File: src/rtl/dtt_pkg.sv
package dtt_pkg;
  typedef enum logic [1:0] {
    REG_CTRL  = 2'd0,
    REG_DIV   = 2'd1,
    REG_LIMIT = 2'd2,
    REG_STAT  = 2'd3
  } reg_idx_e;

  typedef struct packed {
    logic mask;
    logic single;
    logic en;
  } ctrl_t;

  localparam int unsigned CTRL_EN_BIT     = 0;
  localparam int unsigned CTRL_SINGLE_BIT = 1;
  localparam int unsigned CTRL_MASK_BIT   = 2;
endpackage

File: src/rtl/dtt_prescaler.sv
module dtt_prescaler #(
  parameter int unsigned PRE_W = 8
) (
  input  logic             clk_i,
  input  logic             rst_ni,
  input  logic             clr_i,
  input  logic             tick_i,
  input  logic [PRE_W-1:0] div_i,
  output logic             ptick_o
);
  logic [PRE_W-1:0] phase_q;
  logic             wrap;

  assign wrap    = (phase_q == div_i);
  assign ptick_o = tick_i & wrap;

  always_ff @(posedge clk_i or negedge rst_ni) begin
    if (!rst_ni)     phase_q <= '0;
    else if (clr_i)  phase_q <= '0;
    else if (tick_i) phase_q <= wrap ? '0 : phase_q + 1'b1;
  end

  AST_PHASE_IN_RANGE: assert property (@(posedge clk_i) disable iff (!rst_ni)
    tick_i |-> phase_q <= div_i);
  AST_CLR_PHASE: assert property (@(posedge clk_i) disable iff (!rst_ni)
    clr_i |=> phase_q == '0);
endmodule

File: src/rtl/dtt_channel.sv
module dtt_channel
  import dtt_pkg::*;
#(
  parameter int unsigned PRE_W  = 8,
  parameter int unsigned CNT_W  = 16,
  parameter int unsigned DATA_W = 32
) (
  input  logic              clk_i,
  input  logic              rst_ni,
  input  logic              tick_i,
  input  logic              ctrl_wr_i,
  input  logic              div_wr_i,
  input  logic              limit_wr_i,
  input  logic              stat_wr_i,
  input  logic [DATA_W-1:0] wdata_i,
  output ctrl_t             ctrl_o,
  output logic [PRE_W-1:0]  div_o,
  output logic [CNT_W-1:0]  limit_o,
  output logic [CNT_W-1:0]  cnt_o,
  output logic              flag_o,
  output logic              irq_o
);
  ctrl_t            ctrl_q;
  logic [PRE_W-1:0] div_q;
  logic [CNT_W-1:0] limit_q;
  logic [CNT_W-1:0] cnt_q;
  logic             flag_q;
  logic             start, adv, ptick, hit, clr;

  assign start = ctrl_wr_i & wdata_i[CTRL_EN_BIT] & ~ctrl_q.en;
  assign adv   = ctrl_q.en & tick_i & ~ctrl_wr_i;
  assign hit   = ptick & (cnt_q == limit_q);
  assign clr   = stat_wr_i & wdata_i[0];

  dtt_prescaler #(.PRE_W(PRE_W)) u_pre (
    .clk_i   (clk_i),
    .rst_ni  (rst_ni),
    .clr_i   (start),
    .tick_i  (adv),
    .div_i   (div_q),
    .ptick_o (ptick)
  );

  always_ff @(posedge clk_i or negedge rst_ni) begin
    if (!rst_ni) begin
      ctrl_q <= '0;
    end else if (ctrl_wr_i) begin
      ctrl_q.en     <= wdata_i[CTRL_EN_BIT];
      ctrl_q.single <= wdata_i[CTRL_SINGLE_BIT];
      ctrl_q.mask   <= wdata_i[CTRL_MASK_BIT];
    end else if (hit && ctrl_q.single) begin
      ctrl_q.en <= 1'b0;
    end
  end

  // configuration is locked while running
  always_ff @(posedge clk_i or negedge rst_ni) begin
    if (!rst_ni) begin
      div_q   <= '0;
      limit_q <= '0;
    end else begin
      if (div_wr_i && !ctrl_q.en)   div_q   <= wdata_i[PRE_W-1:0];
      if (limit_wr_i && !ctrl_q.en) limit_q <= wdata_i[CNT_W-1:0];
    end
  end

  always_ff @(posedge clk_i or negedge rst_ni) begin
    if (!rst_ni)    cnt_q <= '0;
    else if (start) cnt_q <= '0;
    else if (ptick) begin
      if (!hit)               cnt_q <= cnt_q + 1'b1;
      else if (!ctrl_q.single) cnt_q <= '0;
    end
  end

  always_ff @(posedge clk_i or negedge rst_ni) begin
    if (!rst_ni)   flag_q <= 1'b0;
    else if (hit)  flag_q <= 1'b1;
    else if (clr)  flag_q <= 1'b0;
  end

  assign ctrl_o  = ctrl_q;
  assign div_o   = div_q;
  assign limit_o = limit_q;
  assign cnt_o   = cnt_q;
  assign flag_o  = flag_q;
  assign irq_o   = flag_q & ctrl_q.mask;

  AST_CNT_IN_RANGE: assert property (@(posedge clk_i) disable iff (!rst_ni)
    ctrl_q.en |-> cnt_q <= limit_q);
  AST_AUTO_WRAP: assert property (@(posedge clk_i) disable iff (!rst_ni)
    hit && !ctrl_q.single |=> cnt_q == '0 && flag_q);
  AST_SINGLE_STOP: assert property (@(posedge clk_i) disable iff (!rst_ni)
    hit && ctrl_q.single |=> !ctrl_q.en && $stable(cnt_q) && flag_q);
  AST_FLAG_STICKY: assert property (@(posedge clk_i) disable iff (!rst_ni)
    flag_q && !clr |=> flag_q);
  AST_START_CLEARS: assert property (@(posedge clk_i) disable iff (!rst_ni)
    start |=> cnt_q == '0 && ctrl_q.en);
  AST_CFG_LOCKED: assert property (@(posedge clk_i) disable iff (!rst_ni)
    ctrl_q.en |=> $stable(limit_q) && $stable(div_q));
endmodule

File: src/rtl/dual_tick_timer.sv
module dual_tick_timer
  import dtt_pkg::*;
#(
  parameter int unsigned NUM_CH = 2,
  parameter int unsigned PRE_W  = 8,
  parameter int unsigned CNT_W  = 16,
  parameter int unsigned DATA_W = 32,
  parameter int unsigned ADDR_W = $clog2(NUM_CH) + 2
) (
  input  logic              clk_i,
  input  logic              rst_ni,
  input  logic              tick_i,
  input  logic              psel_i,
  input  logic              pwrite_i,
  input  logic [ADDR_W-1:0] paddr_i,
  input  logic [DATA_W-1:0] pwdata_i,
  output logic [DATA_W-1:0] prdata_o,
  output logic [NUM_CH-1:0] irq_o
);
  localparam int unsigned CH_W = ADDR_W - 2;

  logic [CH_W-1:0] ch_sel;
  reg_idx_e        idx;
  logic            wr;

  ctrl_t            ctrl  [NUM_CH];
  logic [PRE_W-1:0] div   [NUM_CH];
  logic [CNT_W-1:0] limit [NUM_CH];
  logic [CNT_W-1:0] cnt   [NUM_CH];
  logic [NUM_CH-1:0] flag;

  assign ch_sel = paddr_i[ADDR_W-1:2];
  assign idx    = reg_idx_e'(paddr_i[1:0]);
  assign wr     = psel_i & pwrite_i;

  for (genvar c = 0; c < NUM_CH; c++) begin : g_ch
    logic hit_ch;
    assign hit_ch = wr && (ch_sel == CH_W'(c));

    dtt_channel #(.PRE_W(PRE_W), .CNT_W(CNT_W), .DATA_W(DATA_W)) u_ch (
      .clk_i      (clk_i),
      .rst_ni     (rst_ni),
      .tick_i     (tick_i),
      .ctrl_wr_i  (hit_ch && idx == REG_CTRL),
      .div_wr_i   (hit_ch && idx == REG_DIV),
      .limit_wr_i (hit_ch && idx == REG_LIMIT),
      .stat_wr_i  (hit_ch && idx == REG_STAT),
      .wdata_i    (pwdata_i),
      .ctrl_o     (ctrl[c]),
      .div_o      (div[c]),
      .limit_o    (limit[c]),
      .cnt_o      (cnt[c]),
      .flag_o     (flag[c]),
      .irq_o      (irq_o[c])
    );

    AST_IRQ_FOLLOWS_FLAG: assert property (@(posedge clk_i) disable iff (!rst_ni)
      irq_o[c] |-> flag[c] && ctrl[c].mask);
  end

  always_comb begin
    prdata_o = '0;
    for (int c = 0; c < NUM_CH; c++) begin
      if (ch_sel == CH_W'(c)) begin
        unique case (idx)
          REG_CTRL:  prdata_o = DATA_W'({ctrl[c].mask, ctrl[c].single, ctrl[c].en});
          REG_DIV:   prdata_o = DATA_W'(div[c]);
          REG_LIMIT: prdata_o = DATA_W'(limit[c]);
          REG_STAT:  prdata_o = DATA_W'({cnt[c], 15'd0, flag[c]});
          default:   prdata_o = '0;
        endcase
      end
    end
  end
endmodule

File: config.mk
export PLATFORM = sky130hd
export DESIGN_NAME = dual_tick_timer
export DESIGN_NICKNAME = d
export VERILOG_FILES = /design/src/rtl/dtt_pkg.sv /design/src/rtl/dtt_prescaler.sv /design/src/rtl/dtt_channel.sv /design/src/rtl/dual_tick_timer.sv
export SDC_FILE = /design/constraint.sdc
export NUM_CORES = 1
export LEC_CHECK = 0
export BUFFER_PORTS_ARGS = -buffer_cell sky130_fd_sc_hd__buf_2
export CELL_PAD_IN_SITES_DETAIL_PLACEMENT = 0
export CELL_PAD_IN_SITES_GLOBAL_PLACEMENT = 2
export CORE_MARGIN = 2
export CORE_UTILIZATION = 34
export DETAILED_ROUTE_END_ITERATION = 12
export PLACE_DENSITY_LB_ADDON = 0.3
export SLEW_MARGIN = 20
export SYNTH_ARGS = -nofsm -noshare
export SYNTH_HDL_FRONTEND = slang
export SYNTH_SLANG_ARGS = --single-unit
File: constraint.sdc
create_clock -name clk_i -period 2.25 [get_ports clk_i]
set_clock_uncertainty 0.2 [all_clocks]
set_input_delay 0.45 -clock clk_i [delete_from_list [all_inputs] [get_ports clk_i]]
set_output_delay 0.45 -clock clk_i [all_outputs]
set_load 0.02 [all_outputs]
==> results.sh <==
export IMPL_outcome="complete, but fails checks"
export IMPL_violations="setup timing"
export IMPL_fillers=1781
export IMPL_peakVddDrop_mv=0.394
export IMPL_drive_gt1_share_pct=33.6
export IMPL_power_per_cell_area_nw_per_um2=931
export IMPL_slew_violations=0
export IMPL_multiInputGateArea_sq_um=3400
export IMPL_end_kind="output port"
export IMPL_fin_cells=985
export IMPL_p_seq_share_pct=42.2
export IMPL_grt_max_degree=38
export IMPL_diodes=0
export IMPL_finalSetupTns_ps=-42.8
export IMPL_cp_max_fo=2
export IMPL_synthTopCellsByArea="dfrtp_1, mux2_2, xor2_1, mux2i_1, inv_1"
export IMPL_cts_sinks=104
export IMPL_synthCells=632
export IMPL_cts_buffers=9
export IMPL_post_route_util_pct=43.2
export IMPL_power_net_switching_mw=2.74
export IMPL_worstSetupStartpoint="g_ch[1].u_ch.limit_o[0]$_DFFE_PN0P_"
export IMPL_min_from="pwdata_i[12]"
export IMPL_fin_crit_ps=2290
export IMPL_viasPerCell=5.33
export IMPL_syn_area_sq_um=6220
export IMPL_synth_seq_cells=104
export IMPL_synth_nets=676
export IMPL_synth_ff_type="dfrtp_1"
export IMPL_nNetsFinal=795
export IMPL_cts_tree="built"
export IMPL_wl_per_cell_um=18.8
export IMPL_r2r_start="g_ch[0].u_ch.div_o[0]$_DFFE_PN0P_"
export IMPL_ant_nets=0
export IMPL_drt_pass1_iter_count=5
export IMPL_synth_top_area_share_pct=41.9
export IMPL_place_gp_congestion=0.848
export IMPL_slew_headroom_pct=56.4
export IMPL_holdCritPathClass="in -> reg"
export IMPL_die_h_um=139
export IMPL_core_area_sq_um=18000
export IMPL_grt_ovfl_total=0
export IMPL_worstSetupPathType="reg -> out"
export IMPL_drtIter0Drc=349
export IMPL_cp_data_arrival_time_ps=1640
export IMPL_fin_crit_sh_pct=102
export IMPL_fin_ws_ps=-42.8
export IMPL_drv_cap=0
export IMPL_fmax_mhz=436
export IMPL_p_leak_nw=3.53
export IMPL_rows=49
export IMPL_placedCellCount=958
export IMPL_seqCellArea_sq_um=2610
export IMPL_start_util_pct=34.6
export IMPL_vias=5248
export IMPL_antenna_found_initial=0
export IMPL_yosysUniqueCellTypes=56
export IMPL_yosysWarningCount=0
export IMPL_p_clk_share_pct=22.6
export IMPL_async_reset_ff_share_pct=100
export IMPL_area_growth_pct=24.8
export IMPL_finalSetupViolations=1
export IMPL_rsz0062_at_grt="yes"
export IMPL_startpoint_type="flop"
export IMPL_tightest_slew_ps=648
export IMPL_postSynthAreaPerCell_sq_um=9.84
export IMPL_ys_seq_area_share_pct=41.9
export IMPL_die_w_um=139
export IMPL_clock_latency_ps=360
export IMPL_cp_required_ps=1600
export IMPL_final_hold_viol_count=0
export IMPL_die_area_sq_um=19400
export IMPL_preCtsSetupSlack_ps=-154
export IMPL_grt_first_pass_wirelength_um=29200
export IMPL_cts_max_path_buffers=2
export IMPL_grt_usage_pct=19.3
export IMPL_place_hpwl_um=14000
export IMPL_synth_top_area_cell="dfrtp_1"
export IMPL_pin_count=74
export IMPL_drc=0
export IMPL_htreeDepth=3
export IMPL_io_buffers=57
export IMPL_clk_pin_slew_worst_paths_ps=70
export IMPL_switching_share_pct=38.0
export IMPL_routed_wl_um=18500
export IMPL_synth_commonest_cells="dfrtp_1, mux2_2, xor2_1"
export IMPL_first_global_vias=5229
export IMPL_p_int_mw=4.48
export IMPL_cts_root_buf="clkbuf_16"
export IMPL_yosysMostFrequentCell="dfrtp_1"
export IMPL_combPwrFrac_pct=35.2
export IMPL_synth_edf_count=0
## layout make-up
type                       instances  area share (%)
clock buffer                      10            2.95
inverter                          42            2.03
sequential                       104            33.6
tap                              229            3.69
timing repair buffer             143            13.0
multi-input combinational        451            43.8
clock inverter                     6           0.887
## worst max-delay path, cell delays in order (launching register included)
cell and delay [ps]:
dfrtp_1 390, mux4_2 470, mux2_4 290, buf_6 140
## power by group through the flow
stage / clock (mW) / sequential (mW) / combinational (mW)
after CTS: 1.67 / 3.04 / 2.50
final: 1.63 / 3.05 / 2.54
after detailed placement: 0 / 3.09 / 2.43
after floorplan: 0 / 2.89 / 1.60
after global placement: 0 / 3.07 / 2.38
after global routing: 1.75 / 3.13 / 2.83
## sequential cells by signal, indices dropped and copies added (netlist names)
signal / count
g_ch.u_ch.cnt_o: 32
g_ch.u_ch.limit_o: 32
g_ch.u_ch.div_o: 16
g_ch.u_ch.u_pre.phase_q: 16
g_ch.u_ch.ctrl_o: 6
g_ch.u_ch.flag_o: 2
## through the flow
| step | power [mW] | area [sq um] | hold WS (ps) |
|---|---|---|---|
| global placement | 5.45 | 7270 | 251 |
| finish | 7.22 | 7760 | 145 |
| global route | 7.70 | 7760 | 142 |
| CTS | 7.21 | 7650 | 140 |
| floorplan | 4.49 | 6240 | -45.6 |
| detailed placement | 5.52 | 7270 | 254 |
## layout by cell type, fill, tap and decap left out, drive strengths merged, types with 7 or more instances in the layout
master,instances
nor3,15
o22ai,12
o211ai,10
dfrtp,104
and3,9
nand3,28
xor2,49
buf,141
nor4,19
mux2,51
nor2,42
or4,9
a21oi,22
nand2,42
nand4,7
mux2i,30
inv,43
o221ai,15
o21ai,29
clkbuf,11
## cell families (layout without fill, tap and decap cells)
logic type / Yosys count / count (layout) / share of synthesized area [%]
xor gates and xnor gates: 53 / 53 / 7.47
and+or+nand+nor: 194 / 194 / 16.7
DFF: 104 / 104 / 41.9
adders and majority gates: 4 / 4 / 0.805
buffers and inverters: 78 / 201 / 5.50
muxes: 83 / 83 / 14.8
AOI/OAI and AO/OA: 116 / 117 / 12.9
## final timing paths
kind,cells past startpoint,slack (ps),end
max in group asynchronous,3,860,g_ch[0].u_ch.cnt_o[0]$_DFFE_PN0P_
min in group asynchronous,2,410,g_ch[0].u_ch.cnt_o[1]$_DFFE_PN0P_
worst max-delay path,3,-40,prdata_o[0]
worst min register to register,1,330,g_ch[1].u_ch.ctrl_o[2]$_DFFE_PN0P_
worst max register to register,6,100,g_ch[0].u_ch.cnt_o[12]$_DFFE_PN0P_
worst min-delay path,2,140,g_ch[1].u_ch.limit_o[12]$_DFFE_PN0P_
## repair_timing
action,in CTS,in global routing
hold endpoints to repair,30,0
hold buffers,1,0
resized for setup,6,19
buffers inserted,6,3
cloned,0,1
pin swaps,0,5
setup endpoints to repair,4,28
## metal layers
layer / vias up / GRT usage (%) / share of wire [%] / wire [um]
met1: 2569 / 27.7 / 48 / 8940
met4: 0 / 5.42 / 1.9 / 347
met3: 22 / 3.06 / 3.7 / 681
met5: - / 0 / 0 / 0
met2: 141 / 30.4 / 46 / 8570
li1: 2516 / - / - / -
Note: power is estimated with default switching activity, not from simulation.
